### src/rtl/trap_unit_pkg.sv
package trap_unit_pkg;

    typedef enum logic [2:0] {
        CAUSE_INTR  = 3'd0,
        CAUSE_MCHK  = 3'd1,
        CAUSE_ARITH = 3'd2,
        CAUSE_ALIGN = 3'd3,
        CAUSE_UNIMP = 3'd4,
        CAUSE_CALL  = 3'd5
    } cause_e;

    typedef enum logic [1:0] {
        SH_BOOT    = 2'd0,
        SH_PRIMARY = 2'd1,
        SH_ACTIVE  = 2'd2
    } shadow_st_e;

    localparam logic [15:0] RESET_OFS = 16'h0001;
    localparam int unsigned OFS_W     = 16;

    // Per-cause handler offset; bit 0 set so the vector enters handler mode.
    function automatic logic [15:0] vec_ofs(input cause_e c);
        logic [15:0] o;
        unique case (c)
            CAUSE_INTR:  o = 16'h0101;
            CAUSE_MCHK:  o = 16'h0401;
            CAUSE_ARITH: o = 16'h0501;
            CAUSE_ALIGN: o = 16'h0301;
            CAUSE_UNIMP: o = 16'h0481;
            CAUSE_CALL:  o = 16'h2001;
            default:     o = 16'h0481;
        endcase
        return o;
    endfunction

    // Traps resume after the instruction that raised them.
    function automatic logic skips_ahead(input cause_e c);
        return (c == CAUSE_ARITH) || (c == CAUSE_CALL);
    endfunction

    function automatic logic cause_known(input logic [2:0] c);
        return c <= 3'd5;
    endfunction

endpackage

### src/rtl/trap_vector.sv
module trap_vector
    import trap_unit_pkg::*;
#(
    parameter int unsigned AW = 32
) (
    input  logic [AW-1:0] base,
    input  cause_e        cause,
    input  logic          boot,
    output logic [AW-1:0] vec
);
    localparam int unsigned PADW = AW - OFS_W;

    logic [15:0] ofs;

    always_comb begin
        ofs = boot ? RESET_OFS : vec_ofs(cause);
        vec = base + {{PADW{1'b0}}, ofs};
    end
endmodule

### src/rtl/trap_restart.sv
module trap_restart
    import trap_unit_pkg::*;
#(
    parameter int unsigned AW = 32
) (
    input  logic [AW-1:0] pc,
    input  cause_e        cause,
    input  logic          hmode,
    input  logic          take,
    input  logic [AW-1:0] old_save,
    output logic [AW-1:0] new_save
);
    localparam logic [AW-1:0] INSN_BYTES = AW'(4);

    logic keep;

    always_comb begin
        // A nested interrupt must not clobber the outer restart point.
        keep = (cause == CAUSE_INTR) && hmode;
        if (!take || keep)
            new_save = old_save;
        else if (skips_ahead(cause))
            new_save = pc + INSN_BYTES;
        else
            new_save = pc;
    end
endmodule

### src/rtl/shadow_ctl.sv
module shadow_ctl
    import trap_unit_pkg::*;
(
    input  logic clk,
    input  logic rst_n,
    input  logic req_in,
    input  logic req_out,
    output logic boot,
    output logic active,
    output logic pulse,
    output logic dir_in,
    output logic err
);
    shadow_st_e st_q, st_nx;
    logic       pulse_d, dir_d, err_d;

    always_ff @(posedge clk) begin
        if (!rst_n) st_q <= SH_BOOT;
        else        st_q <= st_nx;
    end

    always_comb begin
        st_nx   = st_q;
        pulse_d = 1'b0;
        dir_d   = 1'b0;
        err_d   = 1'b0;
        unique case (st_q)
            SH_BOOT: begin
                st_nx   = SH_ACTIVE;
                pulse_d = 1'b1;
                dir_d   = 1'b1;
            end
            SH_ACTIVE: begin
                if (req_out) begin
                    st_nx   = SH_PRIMARY;
                    pulse_d = 1'b1;
                end else if (req_in) begin
                    err_d = 1'b1;
                end
            end
            SH_PRIMARY: begin
                if (req_in) begin
                    st_nx   = SH_ACTIVE;
                    pulse_d = 1'b1;
                    dir_d   = 1'b1;
                end else if (req_out) begin
                    err_d = 1'b1;
                end
            end
            default: st_nx = SH_BOOT;
        endcase
    end

    always_ff @(posedge clk) begin
        if (!rst_n) begin
            pulse  <= 1'b0;
            dir_in <= 1'b0;
            err    <= 1'b0;
        end else begin
            pulse  <= pulse_d;
            dir_in <= dir_d;
            err    <= err_d;
        end
    end

    assign boot   = (st_q == SH_BOOT);
    assign active = (st_q == SH_ACTIVE);

    assert_swapin_lands_R5: assert property (@(posedge clk) disable iff (!rst_n)
        (pulse && dir_in) |-> (st_q == SH_ACTIVE));

    assert_refused_holds_R9: assert property (@(posedge clk) disable iff (!rst_n)
        (req_in && st_q == SH_ACTIVE) |=> (err && st_q == SH_ACTIVE));
endmodule

### src/rtl/trap_unit.sv
module trap_unit
    import trap_unit_pkg::*;
#(
    parameter int unsigned AW       = 32,
    parameter int unsigned NREG     = 32,
    parameter int unsigned SH_LO    = 8,
    parameter int unsigned SH_HI    = 14,
    parameter int unsigned SH_EXTRA = 25
) (
    input  logic            clk,
    input  logic            rst_n,
    input  logic            ev_valid,
    input  logic [2:0]      ev_cause,
    input  logic            ret_req,
    input  logic [AW-1:0]   cur_pc,
    input  logic [AW-1:0]   hbase,
    output logic [AW-1:0]   next_pc,
    output logic [AW-1:0]   saved_pc,
    output logic [NREG-1:0] swap_regs,
    output logic            swap_in,
    output logic            swap_err,
    output logic            shadow_active
);
    function automatic logic [NREG-1:0] build_mask();
        logic [NREG-1:0] m;
        m = '0;
        for (int i = 0; i < int'(NREG); i++)
            if ((i >= int'(SH_LO) && i <= int'(SH_HI)) || i == int'(SH_EXTRA))
                m[i] = 1'b1;
        return m;
    endfunction

    localparam logic [NREG-1:0] SHADOW_MASK = build_mask();
    localparam logic [AW-1:0]   INSN_BYTES  = AW'(4);

    logic            hmode, ev_ok, ret_bad, take, do_ret, boot;
    logic            req_in, req_out, pulse, dir_in;
    cause_e          eff_cause;
    logic [AW-1:0]   vec, save_d, npc_d;
    logic [AW-1:0]   npc_q, exc_q;

    always_comb begin
        hmode     = cur_pc[0];
        ev_ok     = ev_valid && cause_known(ev_cause);
        ret_bad   = ret_req && !hmode && !ev_ok;
        take      = !boot && (ev_ok || ret_bad);
        do_ret    = !boot && ret_req && hmode && !ev_ok;
        eff_cause = ev_ok ? cause_e'(ev_cause) : CAUSE_UNIMP;
        req_in    = take && !hmode;
        req_out   = do_ret && !exc_q[0];
    end

    trap_vector #(.AW(AW)) u_vec (
        .base  (hbase),
        .cause (eff_cause),
        .boot  (boot),
        .vec   (vec)
    );

    trap_restart #(.AW(AW)) u_rst (
        .pc       (cur_pc),
        .cause    (eff_cause),
        .hmode    (hmode),
        .take     (take),
        .old_save (exc_q),
        .new_save (save_d)
    );

    shadow_ctl u_sh (
        .clk     (clk),
        .rst_n   (rst_n),
        .req_in  (req_in),
        .req_out (req_out),
        .boot    (boot),
        .active  (shadow_active),
        .pulse   (pulse),
        .dir_in  (dir_in),
        .err     (swap_err)
    );

    always_comb begin
        if (boot || take) npc_d = vec;
        else if (do_ret)  npc_d = exc_q;
        else              npc_d = cur_pc + INSN_BYTES;
    end

    always_ff @(posedge clk) begin
        if (!rst_n) begin
            npc_q <= '0;
            exc_q <= '0;
        end else begin
            npc_q <= npc_d;
            exc_q <= save_d;
        end
    end

    assign next_pc   = npc_q;
    assign saved_pc  = exc_q;
    assign swap_regs = pulse ? SHADOW_MASK : '0;
    assign swap_in   = pulse && dir_in;

    assert_boot_vector_R1: assert property (@(posedge clk) disable iff (!rst_n)
        boot |=> (next_pc == $past(hbase) + AW'(1)));

    assert_trap_skip_R3: assert property (@(posedge clk) disable iff (!rst_n)
        (take && skips_ahead(eff_cause)) |=> (saved_pc == $past(cur_pc) + INSN_BYTES));

    assert_nested_intr_keeps_R4: assert property (@(posedge clk) disable iff (!rst_n)
        (take && eff_cause == CAUSE_INTR && hmode) |=> (saved_pc == $past(saved_pc)));

    assert_ret_restores_R6: assert property (@(posedge clk) disable iff (!rst_n)
        do_ret |=> (next_pc == $past(saved_pc)));
endmodule

### config.mk
export PLATFORM = sky130hd
export DESIGN_NAME = trap_unit
export DESIGN_NICKNAME = d
export VERILOG_FILES = /design/src/rtl/trap_unit_pkg.sv /design/src/rtl/trap_vector.sv /design/src/rtl/trap_restart.sv /design/src/rtl/shadow_ctl.sv /design/src/rtl/trap_unit.sv
export SDC_FILE = /design/constraint.sdc
export NUM_CORES = 1
export LEC_CHECK = 0
export ABC_AREA = 1
export ABC_CLOCK_PERIOD_IN_PS = 2300
export BUFFER_PORTS_ARGS = -buffer_cell sky130_fd_sc_hd__buf_2
export CORE_MARGIN = 5
export CORE_UTILIZATION = 28
export DETAILED_ROUTE_END_ITERATION = 6
export PLACE_DENSITY = 0.61
export SLEW_MARGIN = 25
export SYNTH_ARGS = -nofsm -noshare
export SYNTH_HDL_FRONTEND = slang
export SYNTH_SLANG_ARGS = --single-unit
export TNS_END_PERCENT = 30
### constraint.sdc
create_clock -name clk -period 2.3 [get_ports clk]
set_input_delay 0.46 -clock clk [delete_from_list [all_inputs] [get_ports clk]]
set_output_delay 0.46 -clock clk [all_outputs]
set_load 0.05 [all_outputs]
==> out/results.tsv, run 1 <==
stage	metric	value	unit
status	status	finished clean	
critical_path	path_max_fanout	4	
sta	holdWs	0.392	ns
global_route	grt_pass1_wl	33100	um
route	wirelength	21600	um
placement	dp_hpwl	17200	um
critical_path	cp_data_arrival_time	2.45	ns
sta	maxSlewHeadroom	59.7	%
sta	setup_viol	0	
synthesis	synth_edf_count	0	
sta	min_period_over_period	96.6	%
cts	clk_latency	0.35	ns
cts	cts_tree	done	
critical_path	critPathKind	primary input to register	
synthesis	synth_area	5630	um2
route	wl_per_cell	15.5	um
route	num_vias	6456	
layout	nets	1208	
global_route	antenna_found_initial	0	
synthesis	netlist_instances	936	
synthesis	synth.avg_cell_area	6.01	um2
critical_path	max_stage_delay	0.30	ns
sta	max_freq	450	MHz
synthesis	synth_flop_cell	dfxtp_1	
critical_path	crit_start	ev_cause[2]	
synthesis	ys_types	43	
critical_path	crit_top_cell	nand2_2	
global_route	grt_pass1_vias	6166	
synthesis	ys_seq_area_share	24.5	%
sta	fin_crit	2.22	ns
floorplanning	die_y	152	um
floorplanning	initial_core_util	28.6	%
pwr	leakage	3.85	nW
placement	placed_area	6850	um2
pwr	power_density	645	nW/um2
placement	port_buffers	145	
critical_path	crit_buf_inv	3	
worst_hold_path	min_from	cur_pc[1]	
sta	tightest_slew	0.604	ns
floorplanning	io_pins	170	
layout	syn2layout_area_growth	32.8	%
critical_path	slowest_stage	or2_2	
critical_path	critPathRequiredTime	2.53	ns
critical_path	crit_chain	buf_4 > a21boi_4 > nand2_2 > nor2_4 > nand2_2 > a31oi_4 > ha_4 > nand2_4 > inv_1 > nand2_1 > nand2_2 > inv_1 > nand3_2 > or2_2 > nand3_1 > a21oi_1	
floorplanning	fp.dieW	152	um
floorplanning	dieArea	23000	um2
critical_path	start_kind	primary input	
synthesis	synth-seq-cells	69	
cts	cts-root-buf	clkbuf_16	
floorplanning	core-area	19700	um2
cts	htree_num_levels	3	
route	firstDrtPassIters	5	
route	route.detailed.drc	0	
layout	drive_gt1_share	28.5	%
route	viasPerCell	4.63	
cts	clockBufferDepth	2	
global_route	grt_max_degree	32	
route	ant_nets	0	
synthesis	synthArstFlopShare	0	%
route	first_iter_violations	439	
layout	final_util	38.0	%
cts	numCtsBuffers	9	
layout	layout_commonest_cell	nand2_1	
worst_hold_path	min_path_type	primary input to register	
floorplanning	fp-row-count	51	
layout	postLayoutCellArea	7480	um2
placement	routabilityCongestion	0.910	
critical_path	critPathTopFamily	simple AND/OR/NAND/NOR gates	
cts	clk_pin_slew	0.06	ns
flow_run	maxCapViolCount	0	
global_route	track_usage	18.6	%
sta	rsz0062_at_grt	yes	
sta	final_hold_viol_count	0	
synthesis	yosys_warnings	0	
layout	final_cell_mix	nand2_1 (261), buf_2 (144), inv_1 (92)	
cts	hold_buffers	0	
sta	final-max-slew-violation-count	0	
critical_path	r2r-start	u_sh.st_q[1]$_SDFFE_PN0P_	
sta	setup-tns-final	0	ns
global_route	overflow	0	
pwr	ir_drop	0.375	mV
critical_path	r2r_setup_slack	0.14	ns
critical_path	cp-end-kind	register	
cts	clock-sinks	69	
sta	finalClockSkew	0.00599	ns
==> state kept, by name, indices dropped and copies added, names as in the netlist <==
name	count
next_pc	32
saved_pc	32
u_sh.dir_in	1
u_sh.err	1
u_sh.pulse	1
u_sh.st_q	2
==> worst register-to-register path, delay by kind of cell (launching register included) <==
family	cells	cell delay, ns
adders and majority gates	2	0.45
and+or+nand+nor	6	0.68
buffers and inverters	4	0.34
DFF	1	0.33
AOI/OAI and AO/OA	2	0.23
==> metrics by stage <==
stage	setup slack (ns)	total power [mW]	std cells
6_report	0.0789	4.82	1395
5_1_grt	-0.0416	5.06	1394
4_1_cts	0.00728	4.76	1391
3_5_place_dp	-0.402	3.25	1377
3_3_place_gp	-0.351	3.24	1377
2_1_floorplan	0.0379	2.76	959
==> worst paths after layout <==
| check | endpoint | cells past startpoint |
|---|---|---|
| setup / recovery | next_pc[12]$_SDFF_PN0_ | 16 |
| hold / removal | saved_pc[1]$_SDFFE_PN0N_ | 3 |
| setup reg to reg | next_pc[12]$_SDFF_PN0_ | 14 |
| hold reg to reg | next_pc[3]$_SDFF_PN0_ | 2 |
==> layer usage <==
metal | vias up | share of wire, % | GRT usage (%)
met4 | 0 | 1.6 | 5.17
met2 | 184 | 47 | 30.3
met1 | 2925 | 46 | 25.1
met3 | 23 | 5.8 | 3.84
li1 | 3324 | - | -
met5 | - | 0 | 0
==> power by group <==
group	internal [mW]	total, mW	switching [mW]
sequential	1.34	1.42	0.0797
clock	0.918	1.49	0.573
combinational	0.545	1.92	1.37
total	2.80	4.82	2.03
==> synthesized netlist by cell type, types with 2 or more instances <==
cell type / count / area share (%)
buf_4: 38 / 5.1
nor2_2: 5 / 0.56
nand3_1: 57 / 5.1
inv_1: 95 / 6.3
dfxtp_1: 69 / 25
nand4_1: 5 / 0.56
xnor2_1: 5 / 0.78
o21ai_1: 21 / 1.9
inv_2: 5 / 0.33
nor3_1: 20 / 1.8
nor3_2: 2 / 0.36
a31oi_1: 7 / 0.78
o211ai_1: 3 / 0.40
buf_12: 2 / 0.71
o21ai_2: 3 / 0.47
and2_1: 2 / 0.22
or2_2: 2 / 0.22
nand2_1: 280 / 19
buf_2: 8 / 0.71
o21bai_1: 5 / 0.67
nand2_2: 3 / 0.33
o21ai_0: 46 / 4.1
xor2_1: 17 / 2.6
nand3b_1: 6 / 0.80
clkbuf_1: 8 / 0.53
nand2_4: 2 / 0.40
ha_1: 11 / 2.4
o21ai_4: 2 / 0.58
buf_6: 7 / 1.4
nor2_1: 104 / 6.9
a21oi_1: 84 / 7.5
==> cell families after synthesis <==
kind of cell	Yosys count	share of synthesized area, %
AO/OA/AOI/OAI	174	16.8
XOR/XNOR	22	3.42
buffers and inverters	166	15.6
AND/OR/NAND/NOR	493	37.1
flip-flops	69	24.5
adder cells (fa/ha/maj)	11	2.45
other	1	0.0666
==> timing repair <==
| action | in CTS | in global routing |
|---|---|---|
| endpoints found under the setup margin | 11 | 24 |
| buffers inserted | 0 | 3 |
| pin swaps | 0 | 26 |
| resized for setup | 7 | 74 |
| endpoints found under the hold margin | 0 | 0 |
==> cell type report <==
type	count	area [um2]
clock inverter	1	30.0
antenna	1	2.50
sequential	69	1380
clock buffer	13	270
inverter	102	388
multi-input combinational	724	3750
tap	265	332
fill	2173	12200
timing repair buffer	220	1320
No activity file was read; power rests on OpenSTA's default activity.
==> inputs of run 2 (changes only) <==
--- a/config.mk
+++ b/config.mk
@@ -5,15 +5,15 @@
 export SDC_FILE = /design/constraint.sdc
 export NUM_CORES = 1
 export LEC_CHECK = 0
-export ABC_AREA = 1
 export ABC_CLOCK_PERIOD_IN_PS = 2300
 export BUFFER_PORTS_ARGS = -buffer_cell sky130_fd_sc_hd__buf_2
 export CORE_MARGIN = 5
 export CORE_UTILIZATION = 28
 export DETAILED_ROUTE_END_ITERATION = 6
-export PLACE_DENSITY = 0.61
+export PLACE_DENSITY = 0.62
 export SLEW_MARGIN = 25
 export SYNTH_ARGS = -nofsm -noshare
 export SYNTH_HDL_FRONTEND = slang
+export SYNTH_HIERARCHICAL = 1
 export SYNTH_SLANG_ARGS = --single-unit
 export TNS_END_PERCENT = 30
==> out/results.tsv, run 2 <==
stage	metric	value	unit	change
critical_path	critPathTopFamily	compound AO/OA/AOI/OAI gates		
synthesis	ys_seq_area_share	25.8	%	+1.2 points
floorplanning	core-area	18800	um2	-4.5%
synthesis	synth_area_leader_cell	dfxtp_1		
pwr	ir_drop	0.421	mV	+12%
critical_path	path_max_fanout	5		+1
route	ant_nets	0		unchanged
cts	hold_buffers	0		unchanged
sta	fin_crit	2.61	ns	+0.389 ns
synthesis	synth_compound_area_share	14.4	%	-2.4 points
critical_path	slowest_stage	ha_1		
placement	dp_hpwl	14500	um	-16%
global_route	overflow	0		unchanged
pwr	p_int	3.77	mW	+35%
flow_run	maxCapViolCount	0		unchanged
layout	drive_gt1_share	38.6	%	+10 points
pwr	leakage	3.33	nW	-13%
critical_path	r2r-start	u_sh/st_q[0]$_SDFFE_PN0P_		
pwr	power_density	902	nW/um2	+40%
layout	fill_cells	1906		-12%
sta	tightest_slew	0.504	ns	-0.101 ns
synthesis	synth_largest_type_area_fraction	25.8	%	+1.2 points
synthesis	synth_top_family_by_area	simple AND/OR/NAND/NOR gates		
route	route.detailed.drc	0		unchanged
placement	placedCellCount	1071		-22%
worst_hold_path	min_path_cells	3		unchanged
layout	syn2layout_area_growth	40.5	%	
placement	place_ws	-0.776	ns	-0.374 ns
synthesis	synth_commonest_cells	nand2_1 (82), dfxtp_1 (69), xnor2_1 (51), nand3_1 (41)		
layout	final_cell_mix	buf_2 (142), nand2_1 (79), buf_4 (77)		
cts	cts-root-buf	clkbuf_16		
synthesis	synthArstFlopShare	0	%	unchanged
route	wirelength	18700	um	-13%
floorplanning	fp.dieW	148	um	-2.2%
pwr	switching_share	44.5	%	+2.5 points
sta	maxSlewHeadroom	66.2	%	+6.5 points
synthesis	synthTopCellsByArea	dfxtp_1 (26%), xnor2_1 (8.3%), xor2_1 (5.9%), nand2_1 (5.7%), buf_4 (5.2%)		
global_route	grt_pass1_vias	5396		-12%
synthesis	synth-seq-cells	69		unchanged
route	firstDrtPassIters	5		unchanged
critical_path	r2r_setup_slack	-0.26	ns	-0.40 ns
critical_path	timing.rr.end	next_pc[31]$_SDFF_PN0_		
synthesis	yosys_warnings	6		+6
global_route	grt_max_degree	35		+9.4%
synthesis	synth_fa_ha_area_share	3.27	%	+0.82 points
sta	rsz0062_at_grt	yes		
layout	fin_cells	1103		-21%
synthesis	synth_edf_count	0		unchanged
sta	final-max-slew-violation-count	0		unchanged
sta	min_period_over_period	113	%	+17 points
critical_path	critPathRequiredTime	2.58	ns	+0.05 ns
placement	routabilityCongestion	0.874		-3.9%
route	wl_per_cell	16.9	um	+9.4%
layout	final_util	40.2	%	+2.1 points
floorplanning	io_pins	170		unchanged
critical_path	start_kind	primary input		
route	viasPerCell	4.93		+6.6%
sta	max_freq	383	MHz	-15%
sta	finalClockSkew	0.00480	ns	-0.00118 ns
cts	cts_tree	done		
synthesis	synth_flop_cell	dfxtp_1		
critical_path	critPathKind	primary input to register		
layout	layout_commonest_cell	buf_2		
status	status	finished with violations		
status	violations	setup timing		
layout	nets	949		-21%
synthesis	synthXorXnorAreaFrac	14.2	%	+11 points
global_route	track_usage	16.7	%	-1.9 points
synthesis	synth.avg_cell_area	8.15	um2	+36%
floorplanning	die_y	148	um	-2.2%
synthesis	synth_most_common_cell	nand2_1		
worst_hold_path	min_to	next_pc[31]$_SDFF_PN0_		
floorplanning	fp-row-count	50		-2.0%
cts	htree_num_levels	3		unchanged
sta	setup_slack	-0.310	ns	-0.389 ns
synthesis	yosys.area_share.simple	32.8	%	-4.3 points
cts	clock-sinks	69		unchanged
cts	clockBufferDepth	2		unchanged
global_route	grt_pass1_wl	28900	um	-13%
critical_path	r2r.worst_path.cells	12		-2
worst_hold_path	min_from	cur_pc[31]		
critical_path	crit_buf_inv	2		-1
synthesis	muxShareOfSynthArea	1.17	%	+1.2 points
critical_path	cp_data_arrival_time	2.89	ns	+0.44 ns
sta	setup-tns-final	-4.68	ns	-4.68 ns
sta	final_hold_viol_count	0		unchanged
sta	holdWs	0.444	ns	+0.0523 ns
route	num_vias	5439		-16%
critical_path	crit_chain	buf_8 > a21boi_4 > and2_4 > nor2b_4 > nor3_2 > ha_1 > a211oi_2 > nor2_4 > a211oi_4 > buf_6 > nor4_4 > xor2_1 > o221ai_1 > a21oi_1		
placement	port_buffers	145		unchanged
pwr	p_switching	3.03	mW	+49%
floorplanning	dieArea	22000	um2	-4.4%
route	first_iter_violations	318		-28%
synthesis	netlist_instances	658		-30%
cts	clk_pin_slew	0.06	ns	about the same
cts	clk_latency	0.35	ns	about the same
layout	antenna_cells	0		-1
critical_path	max_stage_delay	0.34	ns	+0.04 ns
synthesis	ys_types	71		+65%
pwr	p_clk_share	25.8	%	-5.1 points
pwr	pwr-share-seq	23.5	%	-5.8 points
critical_path	cp-end-kind	register		
floorplanning	initial_core_util	28.6	%	-0.055 points
pwr	power_frac_comb	50.6	%	+11 points
global_route	antenna_found_initial	1		+1
sta	setup_viol	22		+22
synthesis	synth_area	5360	um2	-4.7%
worst_hold_path	min_path_type	primary input to register		
cts	numCtsBuffers	9		unchanged
-- run 2: metrics by stage --
stage	total power, mW	instance area [um2]
floorplan	3.95	5490
global placement	4.82	6720
detailed placement	4.84	6720
CTS	6.85	7460
global route	7.14	7540
finish	6.80	7540
-- run 2: metal layers --
metal	GRT usage [%]	wire (um)	vias up
met5	0	11	-
met4	5.40	374	2
met3	3.50	1440	27
met2	27.6	8730	217
met1	21.8	8130	2523
li1	-	-	2670
-- run 2: kinds of logic after synthesis --
kind of cell / after synthesis
buffers and inverters: 74
DFF: 69
adders and majority gates: 14
other: 1
xor gates and xnor gates: 87
AOI/OAI and AO/OA: 114
and+or+nand+nor: 293
muxes: 6
-- run 2: cell type report --
cell class                 instances  area (um2)  share of cell area, %
clock buffer                      10         239                   3.17
timing repair buffer             232        1500                   19.8
multi-input combinational        538        3940                   52.3
sequential                        69        1380                   18.3
inverter                          14        52.6                  0.697
tap                              234         293                   3.88
clock inverter                     6         134                   1.78
-- run 2: power by group through the flow --
stage / Sequential (mW) / Combinational (mW) / Clock, mW
floorplan: 2.38 / 1.57 / 0
global placement: 1.62 / 3.19 / 0
detailed placement: 1.62 / 3.22 / 0
CTS: 1.60 / 3.45 / 1.79
global route: 1.63 / 3.68 / 1.83
finish: 1.60 / 3.45 / 1.76
-- run 2: worst reg2reg max path, cell delays in order, from the launching register on --
cell      delay (ns)
dfxtp_1         0.32
inv_1           0.07
ha_4            0.19
nor3_2          0.17
ha_1            0.29
a211oi_2        0.31
nor2_4          0.09
a211oi_4        0.30
buf_6           0.20
nor4_4          0.05
xor2_1          0.22
o221ai_1        0.16
a21oi_1         0.13
-- run 2: how the worst max path moves through the flow --
stage	from	end	slack [ns]	cells after the start
2_1_floorplan	ev_valid	next_pc[14]$_SDFF_PN0_	-0.55	12
3_3_place_gp	ev_cause[2]	next_pc[24]$_SDFF_PN0_	-0.72	14
3_5_place_dp	ev_cause[2]	next_pc[31]$_SDFF_PN0_	-0.78	14
4_1_cts	ev_cause[2]	next_pc[29]$_SDFF_PN0_	-0.23	16
5_1_grt	ev_valid	next_pc[31]$_SDFF_PN0_	-0.43	14
6_report	ev_cause[2]	next_pc[31]$_SDFF_PN0_	-0.31	14
-- run 2: what timing repair did --
action / CTS / global route
endpoints found under the hold margin: 0 / 0
buffers inserted: 12 / 4
setup endpoints to repair: 23 / 27
pin swaps: 39 / 31
resized for setup: 51 / 13
cloned: 1 / 0
==> inputs of run 3 (changes only) <==
--- a/config.mk
+++ b/config.mk
@@ -7,10 +7,13 @@
 export LEC_CHECK = 0
 export ABC_CLOCK_PERIOD_IN_PS = 2300
 export BUFFER_PORTS_ARGS = -buffer_cell sky130_fd_sc_hd__buf_2
+export CELL_PAD_IN_SITES_DETAIL_PLACEMENT = 0
+export CELL_PAD_IN_SITES_GLOBAL_PLACEMENT = 2
 export CORE_MARGIN = 5
-export CORE_UTILIZATION = 28
+export CORE_UTILIZATION = 26
+export CTS_CLUSTER_SIZE = 25
 export DETAILED_ROUTE_END_ITERATION = 6
-export PLACE_DENSITY = 0.62
+export PLACE_DENSITY = 0.87
 export SLEW_MARGIN = 25
 export SYNTH_ARGS = -nofsm -noshare
 export SYNTH_HDL_FRONTEND = slang
==> out/results.tsv, run 3 (synthesized netlist as in run 2, its figures left out) <==
stage	metric	value	unit	change
critical_path	critPathKind	primary input to register		
cts	cts_tree	done		
sta	setup_viol	19		-14%
pwr	p_switching	3.00	mW	-0.77%
critical_path	cp_data_arrival_time	2.82	ns	-0.07 ns
cts	clock-sinks	69		unchanged
pwr	switching_share	47.9	%	+3.4 points
layout	final_cell_mix	buf_2 (142), nand2_1 (80), dfxtp_1 (69), buf_4 (69), xnor2_1 (49)		
sta	final-max-slew-violation-count	0		unchanged
floorplanning	fp-row-count	52		+4.0%
route	route.detailed.drc	0		unchanged
critical_path	start_kind	primary input		
placement	port_buffers	145		unchanged
global_route	grt_pass1_wl	29500	um	+2.1%
pwr	p_int	3.27	mW	-13%
floorplanning	die_y	154	um	+3.5%
sta	rsz0062_at_grt	yes		
route	num_vias	5315		-2.3%
route	wl_met3	1170	um	-19%
status	status	finished with violations		
layout	layout_commonest_cell	buf_2		
global_route	overflow	0		unchanged
route	top_layer	met5		
cts	htree_num_levels	3		unchanged
sta	final_hold_viol_count	0		unchanged
layout	drive_gt1_share	37.0	%	-1.6 points
worst_hold_path	min_path_type	primary input to register		
floorplanning	fp.dieW	154	um	+3.5%
critical_path	crit_chain	buf_8 > a21boi_4 > and2_4 > buf_12 > nor3_4 > a211oi_2 > ha_1 > nand3_4 > nor2_4 > a211oi_4 > buf_6 > nor4_2 > xor2_1 > o221ai_1 > a21oi_1		
cts	numCtsBuffers	9		unchanged
route	met2_wirelength	9110	um	+4.3%
floorplanning	core-area	20300	um2	+8.2%
sta	finalClockSkew	0.00838	ns	+0.00358 ns
critical_path	path_max_fanout	5		unchanged
critical_path	critPathTopFamily	simple AND/OR/NAND/NOR gates		
placement	routabilityCongestion	0.838		-4.2%
layout	nets	937		-1.3%
pwr	p_clk_share	21.3	%	-4.5 points
cts	cts-root-buf	clkbuf_16		
pwr	p_total	6.27	mW	-7.8%
pwr	power_density	851	nW/um2	-5.7%
critical_path	crit_buf_inv	3		+1
global_route	track_usage	15.9	%	-0.80 points
layout	syn2layout_area_growth	37.4	%	
cts	clk_latency	0.35	ns	about the same
flow_run	maxCapViolCount	0		unchanged
sta	min_period_over_period	110	%	-3.2 points
route	met1_length	8710	um	+7.2%
critical_path	cp-end-kind	register		
critical_path	critPathRequiredTime	2.58	ns	about the same
sta	fin_crit	2.54	ns	-0.0729 ns
placement	place_ws	-0.774	ns	+0.00204 ns
route	firstDrtPassIters	5		unchanged
route	ant_nets	0		unchanged
critical_path	slowest_stage	ha_1		
floorplanning	io_pins	170		unchanged
route	wirelength	19400	um	+3.8%
cts	clk_pin_slew	0.06	ns	about the same
sta	max_freq	394	MHz	+2.9%
route	wl_per_cell	17.2	um	+1.5%
pwr	pwr-share-seq	25.6	%	+2.1 points
route	viasPerCell	4.71		-4.4%
pwr	power_frac_comb	53.1	%	+2.5 points
global_route	grt_pass1_vias	5180		-4.0%
status	violations	setup timing		
critical_path	max_stage_delay	0.37	ns	+0.03 ns
cts	clockBufferDepth	2		unchanged
global_route	grt_max_degree	37		+5.7%
pwr	ir_drop	0.337	mV	-20%
route	first_iter_violations	329		+3.5%
floorplanning	dieArea	23600	um2	+7.2%
placement	dp_hpwl	15200	um	+4.8%
floorplanning	initial_core_util	26.4	%	-2.2 points
pwr	leakage	3.18	nW	-4.5%
global_route	antenna_found_initial	6		+5
sta	setup_slack	-0.237	ns	+0.0729 ns
-- run 3: per-layer routing --
| layer | global-route usage [%] | vias up |
|---|---|---|
| met5 | 0 | - |
| met4 | 5.47 | 10 |
| met1 | 20.7 | 2462 |
| met3 | 3.32 | 25 |
| met2 | 26.1 | 175 |
| li1 | - | 2643 |
-- run 3: layout make-up --
cell class	count	area, um2
Tap cell	270	338
Fill cell	2153	12900
Clock inverter	4	22.5
Inverter	14	52.6
Timing Repair Buffer	220	1370
Multi-Input combinational cell	538	3950
Sequential cell	69	1380
Antenna cell	1	2.50
Clock buffer	12	256
-- run 3: power by group through the flow --
| stage | Combinational (mW) | Sequential, mW | Clock, mW |
|---|---|---|---|
| 5_1_grt | 3.57 | 1.64 | 1.42 |
| 2_1_floorplan | 1.57 | 2.38 | 0 |
| 3_5_place_dp | 3.16 | 1.64 | 0 |
| 4_1_cts | 3.26 | 1.62 | 1.37 |
| 3_3_place_gp | 3.14 | 1.64 | 0 |
| 6_report | 3.33 | 1.61 | 1.33 |
-- run 3: worst paths after layout --
kind | startpoint | end | slack [ns] | cells after the start
max | ev_valid | next_pc[31]$_SDFF_PN0_ | -0.24 | 15
min | hbase[15] | next_pc[15]$_SDFF_PN0_ | 0.45 | 4
max reg2reg | u_sh/st_q[1]$_SDFFE_PN0P_ | next_pc[14]$_SDFF_PN0_ | -0.18 | 11
min reg2reg | saved_pc[8]$_SDFF_PN0_ | next_pc[8]$_SDFF_PN0_ | 0.55 | 2
-- run 3: worst min-delay path, delay by kind of cell --
family                    cells  cell delay, ns
AOI/OAI and AO/OA             1            0.06
buffers and inverters         1            0.10
and+or+nand+nor               1            0.07
xor gates and xnor gates      1            0.06
-- run 3: per-stage QoR --
step | hold WS, ns | instance area (um2) | TNS (ns) | std cells | utilization, %
global placement | 0.548 | 6680 | -21.59 | 1103 | 32.9
detailed placement | 0.549 | 6680 | -22.17 | 1103 | 32.9
floorplan | 0.485 | 5490 | -10.20 | 681 | -
global route | 0.464 | 7370 | -6.36 | 1128 | 36.3
finish | 0.452 | 7370 | -3.31 | 1128 | 36.3
CTS | 0.438 | 7200 | -4.01 | 1125 | 35.5
-- run 3: timing repair --
| item | in CTS | in global routing |
|---|---|---|
| hold buffers | 0 | 0 |
| gates resized for setup | 36 | 23 |
| pin swaps | 22 | 26 |
| setup endpoints to repair | 23 | 34 |
| setup buffers | 6 | 2 |
